--- config.mk ---
export PLATFORM = sky130hd
export DESIGN_NAME = snd_tmr_top
export DESIGN_NICKNAME = d
export VERILOG_FILES = /design/src/rtl/snd_tmr_pkg.sv /design/src/rtl/snd_tmr_chan.sv /design/src/rtl/snd_tmr_regs.sv /design/src/rtl/snd_tmr_top.sv
export SDC_FILE = /design/constraint.sdc
export NUM_CORES = 1
export LEC_CHECK = 0
export BUFFER_PORTS_ARGS = -buffer_cell sky130_fd_sc_hd__buf_2
export CORE_ASPECT_RATIO = 0.9
export CORE_UTILIZATION = 40
export DETAILED_ROUTE_END_ITERATION = 12
export PLACE_DENSITY = 0.66
export SLEW_MARGIN = 40
export SYNTH_ARGS = -nofsm -noshare
export SYNTH_HDL_FRONTEND = slang
export SYNTH_SLANG_ARGS = --single-unit
--- constraint.sdc ---
create_clock -name clk -period 3.8 [get_ports clk]
set_clock_uncertainty 0.1 [all_clocks]
set_input_delay 0.57 -clock clk [delete_from_list [all_inputs] [get_ports clk]]
set_output_delay 0.57 -clock clk [all_outputs]
set_load 0.02 [all_outputs]
--- src/rtl/snd_tmr_pkg.sv ---
package snd_tmr_pkg;
  localparam int ADDR_W = 8;
  localparam int DATA_W = 8;
  localparam logic [ADDR_W-1:0] OFS_CTRL     = 8'hF1;
  localparam logic [ADDR_W-1:0] OFS_TGT_BASE = 8'hFA;
  localparam logic [ADDR_W-1:0] OFS_CNT_BASE = 8'hFD;
  localparam logic [DATA_W-1:0] CTRL_RESET   = 8'h80;
  localparam int BIT_CLR_LO = 4;
  localparam int BIT_CLR_HI = 5;
  localparam int BIT_ROM    = 7;
endpackage

--- src/rtl/snd_tmr_chan.sv ---
module snd_tmr_chan #(
  parameter int DIV_W = 8,
  parameter int OUT_W = 4
) (
  input  logic             clk,
  input  logic             rst,
  input  logic             en,
  input  logic             restart,
  input  logic [DIV_W-1:0] tgt,
  input  logic             tick,
  input  logic             rd_clr,
  output logic [OUT_W-1:0] out_q
);
  localparam int LAT_W = DIV_W + 1;
  localparam logic [LAT_W-1:0] FULL = LAT_W'(1) << DIV_W;

  logic [DIV_W-1:0] inner_q;
  logic [LAT_W-1:0] lat_q;
  logic             hit;

  assign hit = en && tick && (({1'b0, inner_q} + LAT_W'(1)) == lat_q);

  always_ff @(posedge clk) begin
    if (rst) begin
      inner_q <= '0;
      lat_q   <= FULL;
      out_q   <= '0;
    end else if (restart) begin
      inner_q <= '0;
      lat_q   <= (tgt == '0) ? FULL : {1'b0, tgt};
      out_q   <= '0;
    end else begin
      if (en && tick)
        inner_q <= hit ? '0 : inner_q + DIV_W'(1);
      if (rd_clr)
        out_q <= hit ? OUT_W'(1) : '0;
      else if (hit)
        out_q <= out_q + OUT_W'(1);
    end
  end

  assert_inner_below_period_R4: assert property (@(posedge clk) disable iff (rst)
    ({1'b0, inner_q} < lat_q));

  assert_restart_zeroes_R2: assert property (@(posedge clk) disable iff (rst)
    restart |=> (out_q == '0 && inner_q == '0));

  assert_idle_holds_R10: assert property (@(posedge clk) disable iff (rst)
    (!en && !restart && !rd_clr) |=> ($stable(out_q) && $stable(inner_q)));

  assert_step_by_one_R6: assert property (@(posedge clk) disable iff (rst)
    (hit && !restart && !rd_clr) |=> (out_q == $past(out_q) + OUT_W'(1)));
endmodule

--- src/rtl/snd_tmr_regs.sv ---
module snd_tmr_regs
  import snd_tmr_pkg::*;
#(
  parameter int N_TMR = 3,
  parameter int OUT_W = 4
) (
  input  logic                          clk,
  input  logic                          rst,
  input  logic                          bus_wr,
  input  logic                          bus_rd,
  input  logic [ADDR_W-1:0]             bus_addr,
  input  logic [DATA_W-1:0]             bus_wdata,
  input  logic [N_TMR-1:0][OUT_W-1:0]   cnt,
  output logic [DATA_W-1:0]             ctrl_q,
  output logic [N_TMR-1:0][DATA_W-1:0]  tgt_q,
  output logic [N_TMR-1:0]              restart,
  output logic [N_TMR-1:0]              rd_clr,
  output logic [DATA_W-1:0]             rdata_q,
  output logic                          clr_lo_q,
  output logic                          clr_hi_q
);
  logic             ctrl_wr;
  logic [DATA_W-1:0] rd_mux;

  assign ctrl_wr = bus_wr && (bus_addr == OFS_CTRL);

  always_comb begin
    rd_mux = '0;
    if (bus_addr == OFS_CTRL) rd_mux = ctrl_q;
    for (int i = 0; i < N_TMR; i++) begin
      if (bus_addr == OFS_TGT_BASE + ADDR_W'(i)) rd_mux = tgt_q[i];
      if (bus_addr == OFS_CNT_BASE + ADDR_W'(i)) rd_mux = DATA_W'(cnt[i]);
    end
  end

  for (genvar g = 0; g < N_TMR; g++) begin : g_dec
    assign restart[g] = ctrl_wr && bus_wdata[g] && !ctrl_q[g];
    assign rd_clr[g]  = bus_rd && (bus_addr == OFS_CNT_BASE + ADDR_W'(g));

    always_ff @(posedge clk) begin
      if (rst)
        tgt_q[g] <= '0;
      else if (bus_wr && bus_addr == OFS_TGT_BASE + ADDR_W'(g))
        tgt_q[g] <= bus_wdata;
    end
  end

  always_ff @(posedge clk) begin
    if (rst) begin
      ctrl_q   <= CTRL_RESET;
      rdata_q  <= '0;
      clr_lo_q <= 1'b0;
      clr_hi_q <= 1'b0;
    end else begin
      if (ctrl_wr) ctrl_q <= bus_wdata;
      if (bus_rd) rdata_q <= rd_mux;
      clr_lo_q <= ctrl_wr && bus_wdata[BIT_CLR_LO];
      clr_hi_q <= ctrl_wr && bus_wdata[BIT_CLR_HI];
    end
  end

  assert_clear_pulse_R8: assert property (@(posedge clk) disable iff (rst)
    (ctrl_wr && bus_wdata[BIT_CLR_LO]) |=> clr_lo_q);

  assert_no_stray_pulse_R8: assert property (@(posedge clk) disable iff (rst)
    !(ctrl_wr && bus_wdata[BIT_CLR_HI]) |=> !clr_hi_q);

  assert_ctrl_follows_R9: assert property (@(posedge clk) disable iff (rst)
    ctrl_wr |=> (ctrl_q == $past(bus_wdata)));

  assert_one_restart_source_R2: assert property (@(posedge clk) disable iff (rst)
    (restart != '0) |-> ctrl_wr);
endmodule

--- src/rtl/snd_tmr_top.sv ---
module snd_tmr_top
  import snd_tmr_pkg::*;
#(
  parameter int   N_TMR     = 3,
  parameter int   DIV_W     = 8,
  parameter int   OUT_W     = 4,
  parameter logic [N_TMR-1:0] FAST_MASK = 3'b100
) (
  input  logic              clk,
  input  logic              rst,
  input  logic              bus_wr,
  input  logic              bus_rd,
  input  logic [ADDR_W-1:0] bus_addr,
  input  logic [DATA_W-1:0] bus_wdata,
  output logic [DATA_W-1:0] bus_rdata,
  input  logic              tick_slow,
  input  logic              tick_fast,
  output logic              clr_ports_lo,
  output logic              clr_ports_hi,
  output logic              rom_visible
);
  logic [DATA_W-1:0]            ctrl_q;
  logic [N_TMR-1:0][DATA_W-1:0] tgt_q;
  logic [N_TMR-1:0]             restart;
  logic [N_TMR-1:0]             rd_clr;
  logic [N_TMR-1:0][OUT_W-1:0]  cnt;

  snd_tmr_regs #(.N_TMR(N_TMR), .OUT_W(OUT_W)) u_regs (
    .clk      (clk),
    .rst      (rst),
    .bus_wr   (bus_wr),
    .bus_rd   (bus_rd),
    .bus_addr (bus_addr),
    .bus_wdata(bus_wdata),
    .cnt      (cnt),
    .ctrl_q   (ctrl_q),
    .tgt_q    (tgt_q),
    .restart  (restart),
    .rd_clr   (rd_clr),
    .rdata_q  (bus_rdata),
    .clr_lo_q (clr_ports_lo),
    .clr_hi_q (clr_ports_hi)
  );

  for (genvar g = 0; g < N_TMR; g++) begin : g_tmr
    logic tick_sel;
    if (FAST_MASK[g]) begin : g_fast
      assign tick_sel = tick_fast;
    end else begin : g_slow
      assign tick_sel = tick_slow;
    end

    snd_tmr_chan #(.DIV_W(DIV_W), .OUT_W(OUT_W)) u_chan (
      .clk    (clk),
      .rst    (rst),
      .en     (ctrl_q[g]),
      .restart(restart[g]),
      .tgt    (tgt_q[g][DIV_W-1:0]),
      .tick   (tick_sel),
      .rd_clr (rd_clr[g]),
      .out_q  (cnt[g])
    );
  end

  assign rom_visible = ctrl_q[BIT_ROM];

  assert_rom_flag_R9: assert property (@(posedge clk) disable iff (rst)
    (bus_wr && bus_addr == OFS_CTRL) |=> (rom_visible == $past(bus_wdata[BIT_ROM])));
endmodule

======== Word level (Yosys, flattened, before mapping) ========
Index checks and enable logic that the tools add are counted.
Widths: inputs -> output; s select.
word-level totals
  flip-flop bits (word level) ............. 105
  bits in latches ......................... 0
  bits in writable memories ............... 0
  bits in read-only memories .............. 0
  word-level logic and storage cells ...... 90
  memories ................................ 0
operators by class
  add/sub/neg operators ................... 9
  $mul .................................... 0
  divide/modulo/power cells ............... 0
  order comparisons ....................... 0
  eq/ne operators ......................... 10
  shift operators ......................... 0
  mux-type cells .......................... 22
  bitwise gates (word level) .............. 0
  reduce and logical (&&, ||, !) cells .... 33
operators with widths
  cell                 number
  $mux 8               10
  $eq 8x8->1 const B   7
  $add 8x1->9 const B  3
  $eq 9x9->1           3
  $mux 9               3
  $add 8x1->8 const B  3
  $logic_not 8->1      3
  $mux 4               6
  $logic_and 1x1->1    21
  $add 4x1->4 const B  3
  $reduce_bool 2->1    3
  $reduce_or 2->1      3
  $logic_not 1->1      3
  $mux 1               3

======== Logic depth before layout (Yosys ltp) ========
Gate-level depths: netlist of the first run.
  depth in word-level cells ............... 8
  depth in mapped cells ................... 8
  mapped depth without buffers ............ 7

======== By module ========
From an unflattened synthesis of the first run, not the netlist that was laid out.
unflattened totals
  cell total of the unflattened synthesis .. 666
  area, all modules ....................... 5703.0 sq um
modules (own cells, without submodules)
  module        instances  cells an instance  area an instance (sq um)
  snd_tmr_chan  3          141                1194.9
  snd_tmr_regs  1          243                2118.3

======== Worst setup path after synthesis of the first run ========
Ideal clock, no wire load.
  path type ............................... input -> register
  start point ............................. in bus_addr[2]
  end point ............................... reg g_tmr[2].u_chan.lat_q[8]
  setup time .............................. 0.120 ns
  arrival ................................. 2.268 ns
  data required time ...................... 3.580 ns
  path slack .............................. 1.312 ns
  stages .................................. 6
  cell sequence ........................... buf_2 -> nor4b_2 -> nand3_1 -> or3b_2 -> buf_2 -> a211o_1
on the way
  word-level cells in the longest chain between the ends .. 4
RTL lines
  what                             line                text
  start, declared                  snd_tmr_top.sv:13   input logic [ADDR_W-1:0] bus_addr,
  $eq 8x8->1                       snd_tmr_regs.sv:25  assign ctrl_wr = bus_wr && (bus_addr == OFS_CTRL);
  $logic_and 1x1->1                snd_tmr_regs.sv:25
  $logic_and 1x1->1 (2 in series)  snd_tmr_regs.sv:37  assign restart[g] = ctrl_wr && bus_wdata[g] && !ctrl_q[g];
  end signal, assigned             snd_tmr_chan.sv:30  lat_q <= (tgt == '0) ? FULL : {1'b0, tgt};
  end, declared                    snd_tmr_chan.sv:18  logic [LAT_W-1:0] lat_q;
No other way between the ends.
A chain may end at the register's enable or synchronous reset.

======== Worst setup path after layout of the first run ========
  start point ............................. reg g_tmr[0].u_chan.inner_q[0]
  end point ............................... reg g_tmr[0].u_chan.out_q[0]
on the way
  word-level cells in the longest chain between the ends .. 5
  elaborated cells between the ends (all ways) .. 6
  classes of those cells .................. 1 x add/sub; 1 x eq/ne; 2 x mux; 2 x reduce/logical
RTL lines
  what                    line                text
  start, declared         snd_tmr_chan.sv:17  logic [DIV_W-1:0] inner_q;
  start signal, assigned  snd_tmr_chan.sv:34  inner_q <= hit ? '0 : inner_q + DIV_W'(1);
  $add 8x1->9 (*)         snd_tmr_chan.sv:21  assign hit = en && tick && (({1'b0, inner_q} + LAT_W'(1)) == lat_q);
  $eq 9x9->1 (*)          snd_tmr_chan.sv:21
  $logic_and 1x1->1 (*)   snd_tmr_chan.sv:21
  $mux 1                  snd_tmr_chan.sv:36  out_q <= hit ? OUT_W'(1) : '0;
  $mux 4                  snd_tmr_chan.sv:35  if (rd_clr)
  end signal, assigned    snd_tmr_chan.sv:36
  end signal, assigned    snd_tmr_chan.sv:38  out_q <= out_q + OUT_W'(1);
  end, declared           snd_tmr_chan.sv:12  output logic [OUT_W-1:0] out_q
Every way passes the cells marked *; elsewhere a longest branch is shown, timed or not.

==> impl_metrics.toml, run 1 <==
[run_status]
status = "finished, final reports clean"

[worst_setup_path]
r2r_slack_ns = 1.04
cp_data_arrival_time_ns = 2.90
reg2reg_depth = 7
endpoint_kind = "register"
r2r-end = "g_tmr[0].u_chan.out_q[0]$_SDFFE_PP0P_"
crit_type = "reg -> reg"
cp.required_ns = 3.94
cp_max_fo = 9
start_kind = "register"
rr_startpoint = "g_tmr[0].u_chan.inner_q[0]$_SDFFE_PP0P_"

[timing]
rsz0062_at_grt = "no"
whs_ns = 0.363
fin_crit_sh_pct = 72.7
setup_tns_ns = 0
max-slew-margin-rel_pct = 43.2
finalCriticalPeriod_ns = 2.76
setup_viol = 0
timing.fmax_mhz = 362
hold_viol = 0
worstMarginPinSlew_ns = 0.849
slew_violations = 0
fin_ws_ns = 1.04

[logic_synthesis]
seq_area_frac_synth_pct = 39.5
netlist_instances = 631
synth-xor-area-share_pct = 6.71
synthesis.nets = 659
synth-adder-area-share_pct = 1.41
yosys.area_share.simple_pct = 26.8
synth-edff-count = 0
syn_avg_cell_area_sq_um = 8.43
ys_types = 61
dominantRegCellSynth = "dfxtp_1"
yosysWarnings = 0
synth.ff_latch_count = 105
synthMuxAreaShare_pct = 7.95
async_flop_share_pct = 0
synth_top_family_by_area = "simple AND/OR/NAND/NOR gates"
synth_area_sq_mm = 0.00532
synth_compound_area_share_pct = 15.1

[drt]
drcViolationCount = 0
routed_wl_mm = 13.2
vias = 4668
ant_nets = 0
first_pass_iters = 5
wl_per_cell_um = 16.1
drt_first_iter_violations = 361
viasPerCell = 5.71

[power]
power_density_mw_per_mm2 = 352
internal-power_mw = 1.59
seqPwrFrac_pct = 53.2
irDropWorstVdd_mv = 0.221
clkPwrFrac_pct = 42.9
p_leak_nw = 2.25
swShare_pct = 23.1
comb_power_share_pct = 3.9
p_switching_mw = 0.477

[hold_path]
min_from = "u_regs.rdata_q[7]$_SDFFE_PP0P_"
min_path_cells = 1
whs_endpoint = "u_regs.rdata_q[7]$_SDFFE_PP0P_"
hold_path_class = "reg -> reg"

[global_route]
grt_pass1_wl_mm = 21.6
grt_pass1_vias = 4409
grt_max_degree = 53
grtUsageTotal_pct = 20.0
antenna_found_initial = 0
grt-ovfl-total = 0

[cts]
cts_hold_buf = 0
clock_sinks = 105
cts_resized = 0
root_buffer = "clkbuf_16"
tritoncts = "yes"
cts.htree.levels = 3
cts_setup_buffers = 0
cts_buffer_depth = 2
clk_transition_reported_paths_ns = 0.07
clock_latency_ns = 0.36
cts_buffers = 9

[floorplan]
core_sq_mm = 0.0128
ios = 33
die_h_um = 111
die_w_um = 124
die-area_sq_mm = 0.0138
initial_core_util_pct = 41.4
std_cell_rows = 39

[placement]
dp.cells = 803
post-dp-hpwl_mm = 9.71
dpl_worst_slack_ns = 0.913
gp_congestion = 0.900
port_buffers = 32
place_area_sq_mm = 0.00560

[layout]
fin_cells = 818
area_growth_syn_to_layout_pct = 10.6
antennaDiodeCount = 0
drive_gt1_share_pct = 9.94
design_area_sq_mm = 0.00588
fin_nets = 678

[job]
cap_violations = 0
-- registers in the layout, indices dropped and copies added, names as in the netlist --
| register | flops |
|---|---|
| g_tmr.u_chan.inner_q | 24 |
| g_tmr.u_chan.lat_q | 27 |
| g_tmr.u_chan.out_q | 12 |
| u_regs.clr_hi_q | 1 |
| u_regs.clr_lo_q | 1 |
| u_regs.ctrl_q | 8 |
| u_regs.rdata_q | 8 |
| u_regs.tgt_q | 24 |
-- synthesized netlist by cell type (3+ instances only) --
cell type	n	area share (%)
or4_1	7	0.99
and3_1	7	0.82
a22o_1	4	0.66
nand2_1	72	5.1
o21a_1	3	0.42
o31ai_1	4	0.56
xnor2_1	24	4.0
nor3_1	23	2.2
ha_1	6	1.4
nor2_1	66	4.7
and4_1	3	0.49
nand2b_1	11	1.3
mux2i_1	40	7.5
xor2_1	14	2.3
nand4_1	6	0.71
or3_1	4	0.47
a222oi_1	4	0.75
nand3_1	40	3.8
buf_2	5	0.47
a21o_1	10	1.4
a21oi_1	44	4.1
dfxtp_1	105	40
o21ai_0	18	1.7
nor2b_1	12	1.4
a31oi_1	4	0.47
o22ai_1	7	0.82
clkbuf_1	24	1.7
nor4b_1	3	0.49
inv_1	4	0.28
nor4_1	9	1.1
a211o_1	6	0.99
nor3b_1	5	0.71
-- stage by stage --
stage / total power [mW] / utilization [%]
2_1_floorplan: 1.17 / -
3_3_place_gp: 1.20 / 43.7
3_5_place_dp: 1.21 / 43.7
4_1_cts: 2.09 / 45.8
5_1_grt: 2.15 / 45.8
6_report: 2.07 / 45.8
-- power by group through the flow --
stage,Clock (mW),Sequential (mW),Combinational (mW)
6_report,0.887,1.10,0.0807
3_3_place_gp,0,1.13,0.0785
4_1_cts,0.911,1.10,0.0798
5_1_grt,0.957,1.10,0.0886
2_1_floorplan,0,1.13,0.0479
3_5_place_dp,0,1.13,0.0796
-- worst max-delay path, cell delays in order, from the launching register on --
cell	delay [ns]
dfxtp_1	0.43
ha_1	0.28
nand3_1	0.22
o21ai_0	0.29
a21oi_1	0.10
nor3_1	0.65
nor2_2	0.25
mux2_2	0.33
-- cells in the final DEF (no fill, tap or decap), drive strengths merged, types with 5 or more instances in the layout --
cell type / count
nand2b: 11
a211o: 6
a21o: 10
inv: 7
and3: 7
mux2i: 40
nor2: 67
buf: 37
clkbuf: 11
nor3b: 5
nor2b: 12
xnor2: 24
nand3: 41
nand4: 6
nor3: 23
o21ai: 19
nor4: 9
xor2: 14
o22ai: 7
ha: 6
nand2: 72
a21oi: 44
or4: 8
dfxtp: 105
-- layout make-up --
class,count,area [sq um]
Clock buffer,11,243
Clock inverter,4,35.0
Fill cell,1264,6950
Inverter,4,15.0
Multi-Input combinational cell,493,3080
Sequential cell,105,2100
Tap cell,164,205
Timing Repair Buffer,37,198
-- worst max-delay path by stage --
stage / slack (ns) / depth (start not counted) / endpoint / start
6_report: 1.04 / 7 / g_tmr[0].u_chan.out_q[0]$_SDFFE_PP0P_ / g_tmr[0].u_chan.inner_q[0]$_SDFFE_PP0P_
5_1_grt: 0.89 / 7 / g_tmr[0].u_chan.out_q[0]$_SDFFE_PP0P_ / g_tmr[0].u_chan.inner_q[0]$_SDFFE_PP0P_
4_1_cts: 1.07 / 7 / g_tmr[0].u_chan.out_q[0]$_SDFFE_PP0P_ / g_tmr[0].u_chan.inner_q[0]$_SDFFE_PP0P_
3_5_place_dp: 0.91 / 7 / u_regs.tgt_q[9]$_SDFFE_PP0P_ / bus_addr[1]
3_3_place_gp: 0.99 / 8 / g_tmr[2].u_chan.out_q[3]$_SDFFE_PP0P_ / bus_addr[1]
2_1_floorplan: 1.31 / 6 / g_tmr[2].u_chan.lat_q[8]$_SDFFE_PP1P_ / bus_addr[2]
-- cells by family (layout without fill, tap and decap cells) --
kind of cell,after synthesis,count (layout)
mux,42,42
flops,105,105
xor+xnor,39,39
fa+ha+maj,6,6
compound gates,122,122
buf+inv,33,56
simple gates,284,284
-- metal layers --
metal  global-route usage [%]  up-vias  share of wire, %
li1                         -     2315                 -
met1                     27.9     2227                48
met2                     30.4      113                45
met3                     4.92       13               5.3
met4                     6.18        0               1.4
met5                        0        -                 0
(Power assumes the default switching activity.)
==> run 2: changes to the inputs <==
--- a/config.mk
+++ b/config.mk
@@ -9,7 +9,7 @@
 export CORE_ASPECT_RATIO = 0.9
 export CORE_UTILIZATION = 40
 export DETAILED_ROUTE_END_ITERATION = 12
-export PLACE_DENSITY = 0.66
+export PLACE_DENSITY = 0.69
 export SLEW_MARGIN = 40
 export SYNTH_ARGS = -nofsm -noshare
 export SYNTH_HDL_FRONTEND = slang
==> constraint.sdc (replaced) <==
create_clock -name clk -period 2.3 [get_ports clk]
set_clock_uncertainty 0.1 [all_clocks]
set_input_delay 0.345 -clock clk [delete_from_list [all_inputs] [get_ports clk]]
set_output_delay 0.345 -clock clk [all_outputs]
set_load 0.02 [all_outputs]
==> impl_metrics.toml, run 2 (synthesis gave the netlist of run 1 again) <==
[timing]
finalCriticalPeriod_ns = 2.28
rsz0062_at_grt = "yes"
hold_viol = 0
setup_tns_ns = 0
slew_violations = 0
max-slew-margin-rel_pct = 66.6
fin_crit_sh_pct = 99.0
worstMarginPinSlew_ns = 0.498
setup_viol = 0
timing.fmax_mhz = 439

[layout]
nFillCells = 1167
largest-register = "g_tmr.u_chan.lat_q"
top_regs = "g_tmr.u_chan.lat_q: 27 flops, g_tmr.u_chan.inner_q: 24 flops, u_regs.tgt_q: 24 flops"
design_area_sq_mm = 0.00652
area_growth_syn_to_layout_pct = 22.6
mostFrequentLayoutCells = "91 x dfxtp_1, 72 x nand2_1, 66 x nor2_1, 53 x buf_4"
fin_cells = 870
largest_reg_flops = 27
antennaDiodeCount = 0
drive_gt1_share_pct = 22.0
final_common_cell = "dfxtp_1"
fin_nets = 729

[worst_setup_path]
crit_path_end = "g_tmr[0].u_chan.out_q[2]$_SDFFE_PP0P_"
crit_family = "simple AND/OR/NAND/NOR gates"
cp_data_arrival_time_ns = 2.46
r2r_slack_ns = 0.02
start_kind = "register"
cp.required_ns = 2.48
worst-path-buf-inv = 2
critPathMaxStageDelay_ns = 0.41
worst_path_max_delay_cell = "or4_4"
r2r-end = "g_tmr[0].u_chan.out_q[2]$_SDFFE_PP0P_"
crit_type = "reg -> reg"
cp_max_fo = 4
cp_num_cells = 9
worstPathCellList = "ha_4, buf_6, xor2_1, o211ai_1, a21o_1, nand4_1, buf_4, or4_4, a21oi_2"
rr_startpoint = "g_tmr[0].u_chan.inner_q[1]$_SDFFE_PP0P_"
endpoint_kind = "register"
crit_path_start = "g_tmr[0].u_chan.inner_q[1]$_SDFFE_PP0P_"
reg2reg_depth = 9

[cts]
cts_buffers = 9
clock_sinks = 105
clk_transition_reported_paths_ns = 0.07
root_buffer = "clkbuf_16"
tritoncts = "yes"
cts.htree.levels = 3
clock_latency_ns = 0.36
cts_buffer_depth = 2

[floorplan]
std_cell_rows = 39
core_sq_mm = 0.0128
die_h_um = 111
initial_core_util_pct = 41.4
die-area_sq_mm = 0.0138
ios = 33
die_w_um = 124

[placement]
port_buffers = 32
post-dp-hpwl_mm = 10.3
gp_congestion = 0.922
place_area_sq_mm = 0.00599
dp.cells = 849

[drt]
drcViolationCount = 0
viasPerCell = 5.66
vias = 4928
routed_wl_mm = 14.0
drt_first_iter_violations = 358
ant_nets = 0
wl_per_cell_um = 16.1
first_pass_iters = 5

[power]
power_density_mw_per_mm2 = 544
comb_power_share_pct = 4.3
p_switching_mw = 0.794
p_leak_nw = 2.55
internal-power_mw = 2.75
clkPwrFrac_pct = 44.4
p_total_mw = 3.55
seqPwrFrac_pct = 51.2
irDropWorstVdd_mv = 0.411
swShare_pct = 22.4

[global_route]
grt_max_degree = 48
grt_pass1_vias = 4576
grt_pass1_wl_mm = 22.2
antenna_found_initial = 0
grtUsageTotal_pct = 20.6
grt-ovfl-total = 0

[hold_path]
min_path_cells = 3
hold_path_class = "in -> reg"

[run_status]
status = "finished, final reports clean"

[job]
cap_violations = 0
[run 2: cell types whose count changed in the layout (fill, tap and decap cells not counted), moves of 3 or more]
| cell | delta |
|---|---|
| ha_1 | -3 |
| buf_4 | +48 |
| or4_4 | +4 |
| a21oi_1 | -4 |
| ha_4 | +3 |
| a21oi_2 | +3 |
| or4_1 | -4 |
| dfxtp_1 | -14 |
| nor4b_1 | -3 |
| dfxtp_2 | +13 |
[run 2: power by group through the flow]
stage	Sequential (mW)	Combinational [mW]	Clock (mW)
2_1_floorplan	1.86	0.0791	0
3_3_place_gp	1.86	0.145	0
3_5_place_dp	1.86	0.148	0
4_1_cts	1.82	0.149	1.59
5_1_grt	1.82	0.165	1.67
6_report	1.82	0.153	1.58
[run 2: timing repair]
action / in CTS / in global routing
pin swaps: 3 / 17
hold buffers: 0 / 0
endpoints found under the hold margin: 0 / 0
buffers inserted: 2 / 3
resized for setup: 12 / 35
endpoints found under the setup margin: 7 / 18
[run 2: worst min-delay path by stage]
stage / startpoint / slack, ns / endpoint
after global routing: bus_wdata[3] / 0.19 / u_regs.tgt_q[11]$_SDFFE_PP0P_
after detailed placement: u_regs.rdata_q[7]$_SDFFE_PP0P_ / 0.34 / u_regs.rdata_q[7]$_SDFFE_PP0P_
after CTS: bus_wdata[7] / 0.18 / u_regs.tgt_q[7]$_SDFFE_PP0P_
after floorplan: g_tmr[1].u_chan.lat_q[4]$_SDFFE_PP0P_ / 0.34 / g_tmr[1].u_chan.lat_q[4]$_SDFFE_PP0P_
final: bus_wdata[7] / 0.19 / u_regs.tgt_q[7]$_SDFFE_PP0P_
after global placement: u_regs.rdata_q[6]$_SDFFE_PP0P_ / 0.33 / u_regs.rdata_q[6]$_SDFFE_PP0P_
[run 2: stage by stage]
stage | utilization [%] | hold slack, ns | setup slack, ns
6_report | 50.8 | 0.186 | 0.0240
5_1_grt | 50.8 | 0.187 | -0.0326
4_1_cts | 49.5 | 0.177 | 0.0119
3_5_place_dp | 46.7 | 0.339 | -0.0537
3_3_place_gp | 46.7 | 0.335 | 0.0414
2_1_floorplan | - | 0.343 | -0.0152
[run 2: tightest hold or removal path: cells and delay by family]
kind / cells / cell delay [ns]
simple gates: 1 / 0.06
buf+inv: 1 / 0.12
compound gates: 1 / 0.05
[run 2: area by class of cell]
| cell class | count | area, sq um | area share [%] |
|---|---|---|---|
| inverter | 4 | 15.0 | 0.230 |
| multi-input combinational | 493 | 3270 | 50.2 |
| timing repair buffer | 88 | 601 | 9.21 |
| clock inverter | 5 | 61.3 | 0.941 |
| tap | 164 | 205 | 3.15 |
| clock buffer | 11 | 243 | 3.72 |
| sequential | 105 | 2120 | 32.6 |
[run 2: per-layer routing]
layer,share of wire (%),track usage (%),wire [um]
met3,7.0,4.20,975
met1,45,28.4,6360
met4,1.3,5.22,176
met5,0,0,0
met2,46,32.7,6490
